## src/rtl/brh_pkg.sv

```systemverilog
package brh_pkg;
  localparam int unsigned REG_AW = 5;
  localparam int unsigned NREG   = 1 << REG_AW;
  localparam logic [5:0]  OP_BEQ = 6'b000100;
  localparam logic [5:0]  OP_BNE = 6'b000101;

  typedef struct packed {
    logic [5:0]        op;
    logic [REG_AW-1:0] src_a;
    logic [REG_AW-1:0] src_b;
    logic [15:0]       off;
  } br_fields_t;
endpackage

```

## src/rtl/brh_regfile.sv

```systemverilog
module brh_regfile #(
  parameter int unsigned XLEN = 32,
  parameter int unsigned AW   = 5,
  parameter int unsigned NP   = 2
) (
  input  logic                    clk,
  input  logic                    rst,
  input  logic                    we,
  input  logic [AW-1:0]           wa,
  input  logic [XLEN-1:0]         wd,
  input  logic [NP-1:0][AW-1:0]   ra,
  output logic [NP-1:0][XLEN-1:0] rdat
);
  localparam int unsigned DEPTH = 1 << AW;

  logic [XLEN-1:0] mem [DEPTH];
  logic            wr_ok;

  assign wr_ok = we && (wa != '0);

  always_ff @(posedge clk) begin
    if (rst) begin
      for (int i = 0; i < DEPTH; i++) mem[i] <= '0;
    end else if (wr_ok) begin
      mem[wa] <= wd;
    end
  end

  // first-half write, second-half read: same-cycle value passes through
  for (genvar p = 0; p < NP; p++) begin : g_rd
    assign rdat[p] = (wr_ok && (wa == ra[p])) ? wd : mem[ra[p]];
  end

  // register 0 stays zero whatever is written
  a_r9_zero_kept: assert property (@(posedge clk) disable iff (rst)
    mem[0] == '0);

  // an accepted write is held for later reads
  a_r7_commit: assert property (@(posedge clk) disable iff (rst)
    wr_ok |=> mem[$past(wa)] == $past(wd));
endmodule

```

## src/rtl/brh_stall_det.sv

```systemverilog
module brh_stall_det #(
  parameter int unsigned AW = 5
) (
  input  logic          clk,
  input  logic          rst,
  input  logic          is_br,
  input  logic [AW-1:0] src_a,
  input  logic [AW-1:0] src_b,
  input  logic [AW-1:0] ex_rd,
  input  logic          ex_we,
  input  logic [AW-1:0] mem_rd,
  input  logic          mem_we,
  input  logic          mem_ld,
  output logic          stall
);
  logic ex_hit, mem_ld_hit;

  always_comb begin
    ex_hit     = ex_we && (ex_rd != '0) &&
                 ((ex_rd == src_a) || (ex_rd == src_b));
    mem_ld_hit = mem_we && mem_ld && (mem_rd != '0) &&
                 ((mem_rd == src_a) || (mem_rd == src_b));
    stall      = is_br && (ex_hit || mem_ld_hit);
  end

  // a stall is only ever raised for a branch in decode
  a_r8_stall_needs_branch: assert property (@(posedge clk) disable iff (rst)
    stall |-> is_br);
endmodule

```

## src/rtl/brh_opnd_fwd.sv

```systemverilog
module brh_opnd_fwd #(
  parameter int unsigned XLEN = 32,
  parameter int unsigned AW   = 5
) (
  input  logic [AW-1:0]   src,
  input  logic [XLEN-1:0] rf_val,
  input  logic [AW-1:0]   mem_rd,
  input  logic            mem_we,
  input  logic            mem_ld,
  input  logic [XLEN-1:0] mem_val,
  output logic [XLEN-1:0] val
);
  always_comb begin
    if (src == '0)
      val = '0;
    else if (mem_we && !mem_ld && (mem_rd == src))
      val = mem_val;
    else
      val = rf_val;
  end
endmodule

```

## src/rtl/brh_unit.sv

```systemverilog
module brh_unit
  import brh_pkg::*;
#(
  parameter int unsigned XLEN = 32
) (
  input  logic              clk,
  input  logic              rst,
  input  logic [XLEN-1:0]   id_pc,
  input  logic [31:0]       id_instr,
  input  logic [REG_AW-1:0] ex_rd,
  input  logic              ex_we,
  input  logic [REG_AW-1:0] mem_rd,
  input  logic              mem_we,
  input  logic              mem_ld,
  input  logic [XLEN-1:0]   mem_val,
  input  logic [REG_AW-1:0] wb_rd,
  input  logic              wb_we,
  input  logic [XLEN-1:0]   wb_data,
  output logic              pc_hold,
  output logic              idex_bubble,
  output logic              ifid_flush,
  output logic [XLEN-1:0]   br_target,
  output logic [XLEN-1:0]   id_a,
  output logic [XLEN-1:0]   id_b
);
  localparam int unsigned NSRC = 2;
  localparam int unsigned EXTW = XLEN - 18;

  br_fields_t                   fld;
  logic                         is_beq, is_bne, is_br, stall, cond;
  logic [NSRC-1:0][REG_AW-1:0]  src;
  logic [NSRC-1:0][XLEN-1:0]    rf_q, opv;

  assign fld    = br_fields_t'(id_instr);
  assign is_beq = (fld.op == OP_BEQ);
  assign is_bne = (fld.op == OP_BNE);
  assign is_br  = is_beq || is_bne;
  assign src[0] = fld.src_a;
  assign src[1] = fld.src_b;

  brh_regfile #(.XLEN(XLEN), .AW(REG_AW), .NP(NSRC)) u_rf (
    .clk(clk), .rst(rst), .we(wb_we), .wa(wb_rd), .wd(wb_data),
    .ra(src), .rdat(rf_q)
  );

  for (genvar s = 0; s < NSRC; s++) begin : g_fwd
    brh_opnd_fwd #(.XLEN(XLEN), .AW(REG_AW)) u_fwd (
      .src(src[s]), .rf_val(rf_q[s]), .mem_rd(mem_rd), .mem_we(mem_we),
      .mem_ld(mem_ld), .mem_val(mem_val), .val(opv[s])
    );
  end

  brh_stall_det #(.AW(REG_AW)) u_stall (
    .clk(clk), .rst(rst), .is_br(is_br), .src_a(src[0]), .src_b(src[1]),
    .ex_rd(ex_rd), .ex_we(ex_we), .mem_rd(mem_rd), .mem_we(mem_we),
    .mem_ld(mem_ld), .stall(stall)
  );

  always_comb begin
    cond        = is_beq ? (opv[0] == opv[1]) : (opv[0] != opv[1]);
    pc_hold     = stall;
    idex_bubble = stall;
    ifid_flush  = is_br && !stall && cond;
    br_target   = id_pc + XLEN'(4) + {{EXTW{fld.off[15]}}, fld.off, 2'b00};
    id_a        = opv[0];
    id_b        = opv[1];
  end

  // a redirect never coincides with a stall
  a_r3_no_flush_in_stall: assert property (@(posedge clk) disable iff (rst)
    ifid_flush |-> !pc_hold);

  // an ALU result in MEM feeds the comparator when EX does not collide
  a_r6_mem_forward: assert property (@(posedge clk) disable iff (rst)
    (mem_we && !mem_ld && mem_rd != '0 && mem_rd == fld.src_a &&
     !(ex_we && ex_rd == fld.src_a)) |-> id_a == mem_val);

  // a load in MEM feeding a branch always holds the front end
  a_r5_load_in_mem: assert property (@(posedge clk) disable iff (rst)
    (is_br && mem_we && mem_ld && mem_rd != '0 && mem_rd == fld.src_b)
      |-> (pc_hold && idex_bubble));
endmodule

```

## config.mk

```make
export PLATFORM = sky130hd
export DESIGN_NAME = brh_unit
export DESIGN_NICKNAME = d
export VERILOG_FILES = /design/src/rtl/brh_pkg.sv /design/src/rtl/brh_regfile.sv /design/src/rtl/brh_stall_det.sv /design/src/rtl/brh_opnd_fwd.sv /design/src/rtl/brh_unit.sv
export SDC_FILE = /design/constraint.sdc
export NUM_CORES = 2
export LEC_CHECK = 0
export BUFFER_PORTS_ARGS = -buffer_cell sky130_fd_sc_hd__buf_4
export CELL_PAD_IN_SITES_DETAIL_PLACEMENT = 1
export CELL_PAD_IN_SITES_GLOBAL_PLACEMENT = 2
export CORE_ASPECT_RATIO = 0.75
export CORE_UTILIZATION = 45
export DETAILED_ROUTE_END_ITERATION = 12
export MAX_ROUTING_LAYER = met4
export PLACE_DENSITY = 0.87
export SLEW_MARGIN = 20
export SYNTH_ARGS = -nofsm -noshare
export SYNTH_HDL_FRONTEND = slang
export SYNTH_HIERARCHICAL = 1
export SYNTH_SLANG_ARGS = --single-unit
export TNS_END_PERCENT = 1
```

## constraint.sdc

```tcl
create_clock -name clk -period 10.5 [get_ports clk]
set_clock_uncertainty 0.1 [all_clocks]
set_input_delay 2.1 -clock clk [delete_from_list [all_inputs] [get_ports clk]]
set_output_delay 2.1 -clock clk [all_outputs]
set_load 0.005 [all_outputs]
```

==> flow_metrics.tcl <==
set metrics [dict create \
    wl_per_cell_um 39.3 \
    yosys.cell_types.count 65 \
    ys.warnings.count 6 \
    placed_area_um2 61700 \
    whs_endpoint "u_rf/mem[0][5]$_SDFFCE_PN0P_" \
    antenna_found_initial 25 \
    dp_hpwl_mm 147 \
    vias 42300 \
    root_buffer "clkbuf_16" \
    cts_tree "yes" \
    ys_seq_elements 1024 \
    routed_wl_mm 236 \
    cp_max_fo 32 \
    numCtsBuffers 104 \
    cts.sinks 1024 \
    whs_ns 1.74 \
    post-route-period-util 0.884 \
    finalHoldViolCount 0 \
    relSlewSlack 0.243 \
    synth_cells 4040 \
    dieArea_um2 131000 \
    period_minus_slack_ns 9.28 \
    io_pins 248 \
    power.total_mw 10.4 \
    cts.htree.levels 3 \
    setup.worst_path.start_class "primary input" \
    path_cells "buf_8, buf_12, xnor2_1, nand3_1, nor4_2, buf_4, buf_4, nand2_1, o21ai_1, nand2_1, mux2i_1, xor2_1, nor4_1, buf_4, nand4_1, nor2_1, xnor2_1, nor3b_1, buf_4" \
    status "finished clean" \
    grt_max_degree 79 \
    async_flop_share 0 \
    final_layout_size_suffix_gt1_frac 0.248 \
    fmax_mhz 108 \
    port_buffers 243 \
    holdCritStartpoint "rst" \
    fin_nets 4372 \
    rsz0062_at_grt "false" \
    synth.cell_area_um2 58300 \
    gp_congestion 0.937 \
    worstMarginPinSlew_ns 1.13 \
    first_pass_iters 7 \
    synth_edf_count 1024 \
    die_h_um 314 \
    holdBufCountCts 0 \
    largest_reg_flops 1024 \
    grt_pass1_wl_mm 326 \
    drtIter0Drc 8243 \
    setup_tns_ns 0 \
    design.core.area_um2 128000 \
    syn2layout_area_growth_pct 11.8 \
    clkTransAtPathRegs_ns 0.07 \
    setup_viol 0 \
    slowest_stage "mux2i_1" \
    synth_top_flop_cell "edfxtp_1" \
    maxCapViolCount 0 \
    die_w_um 418 \
    seq_area_frac_synth 0.527 \
    syn_avg_cell_area_um2 14.4 \
    ir_drop_v 0.000134 \
    finalMaxSlewViolations 0 \
    drc 0 \
    cp.arrival_ns 7.08 \
    overflow 0 \
    fin_ws_ns 1.22 \
    num_rows 113 \
    biggestRegsByFlops "u_rf/mem x1024" \
    power_density_nw_per_um2 159 \
    grt_usage 0.368 \
    ant_nets 0 \
    post-route-cell-area_um2 65200 \
    min_path_cells 1 \
    crit_type "primary input to primary output" \
    grt_pass1_vias 41500 \
    postCtsSetupRepairBufs 0 \
    start_util 0.457 \
    leakage_nw 23.6 \
    viasPerCell 7.05 \
    dp_slack_ns 1.34 \
    required_ns 8.30 \
    end_kind "primary output" \
    critPathMostFrequentCell "buf_4" \
    cts_resized 0 \
    slowest_delay_ns 0.69 \
    top_register "u_rf/mem" \
    cts_max_path_buffers 3 \
    hold_path_class "primary input to register" \
]
-- cells by family (layout without fill, tap and decap cells) --
| group | count (synthesis) | in the layout | share of synthesized area |
|---|---|---|---|
| AOI/OAI and AO/OA | 409 | 409 | 0.0441 |
| buffers and inverters | 426 | 605 | 0.0415 |
| muxes | 583 | 583 | 0.214 |
| DFF | 1024 | 1024 | 0.527 |
| and+or+nand+nor | 1444 | 1444 | 0.146 |
| xor gates and xnor gates | 95 | 95 | 0.0143 |
| adders and majority gates | 58 | 58 | 0.0126 |
| other | 1 | 60 | 0.0000643 |
-- layer usage --
layer / vias up / GRT usage / share of wire
li1: 15800 / - / -
met1: 21900 / 0.494 / 0.37
met2: 3986 / 0.499 / 0.42
met3: 673 / 0.149 / 0.17
met4: 0 / 0.140 / 0.044
met5: - / - / 0
-- synth_stat cells, types with 7 or more instances --
cell type,instances,share of area
a21o_1,12,0.0015
a21oi_1,29,0.0025
and2_1,992,0.11
buf_12,22,0.0076
buf_2,103,0.0088
buf_4,11,0.0014
buf_6,28,0.0054
buf_8,7,0.0018
clkbuf_1,232,0.015
edfxtp_1,1024,0.53
ha_1,57,0.012
inv_1,18,0.0012
mux2i_1,75,0.013
mux4_1,83,0.037
mux4_2,425,0.16
nand2_1,211,0.014
nand3_1,13,0.0011
nand3b_1,12,0.0015
nand4_1,8,0.00086
nor2_1,49,0.0032
nor2b_1,7,0.00075
nor3_1,8,0.00069
nor4_1,16,0.0017
o21ai_0,13,0.0011
o21ai_1,65,0.0056
o22ai_1,251,0.027
or2_1,7,0.00075
or2_2,24,0.0026
or4_1,65,0.0084
xnor2_1,32,0.0048
xor2_1,63,0.0095
-- cell usage in the layout (no fill, tap or decap), types with 30 or more instances in the layout --
master / instances
ha_1: 57
buf_4: 374
o22ai_1: 251
mux4_2: 425
or4_1: 65
nand2_1: 206
clkbuf_16: 105
mux2i_1: 75
xnor2_1: 32
clkinv_1: 30
and2_1: 992
xor2_1: 63
conb_1: 32
mux4_1: 83
edfxtp_1: 1024
o21ai_1: 65
-- critical path, delay by kind of cell --
| kind | cells | cell delay (ns) |
|---|---|---|
| AND/OR/NAND/NOR | 8 | 1.68 |
| XOR/XNOR | 3 | 0.58 |
| AO/OA/AOI/OAI | 1 | 0.11 |
| multiplexers | 1 | 0.69 |
| buffers and inverters | 6 | 1.76 |
-- worst max-delay path by stage --
stage | from | endpoint | slack, ns | cells past startpoint
final | id_instr[21] | ifid_flush | 1.22 | 19
after global routing | id_instr[21] | ifid_flush | 1.03 | 16
after CTS | id_instr[21] | ifid_flush | 1.33 | 16
after detailed placement | id_instr[21] | ifid_flush | 1.34 | 16
after global placement | id_instr[21] | ifid_flush | 1.51 | 16
after floorplan | id_instr[16] | ifid_flush | 3.61 | 15
-- cell type report --
class                      instances  area, um^2
tap                             1725        2160
clock buffer                     124        2700
antenna                           28        70.1
clock inverter                    67         682
timing repair buffer             396        3230
inverter                          18        67.6
multi-input combinational       2621       25500
fill                           12400       62400
sequential                      1024       30700
-- metrics by stage --
step                      cells   util
after CTS                  5975  0.510
final                      6003  0.511
after floorplan            4071      -
after global placement     5784  0.484
after global routing       5989  0.511
after detailed placement   5784  0.484
-- report_power, final --
group	internal, mW	switching [mW]	leakage, nW
Combinational	0.678	1.04	12.2
Clock	2.15	1.67	1.66
Sequential	4.73	0.128	9.75
(Power assumes the default switching activity.)
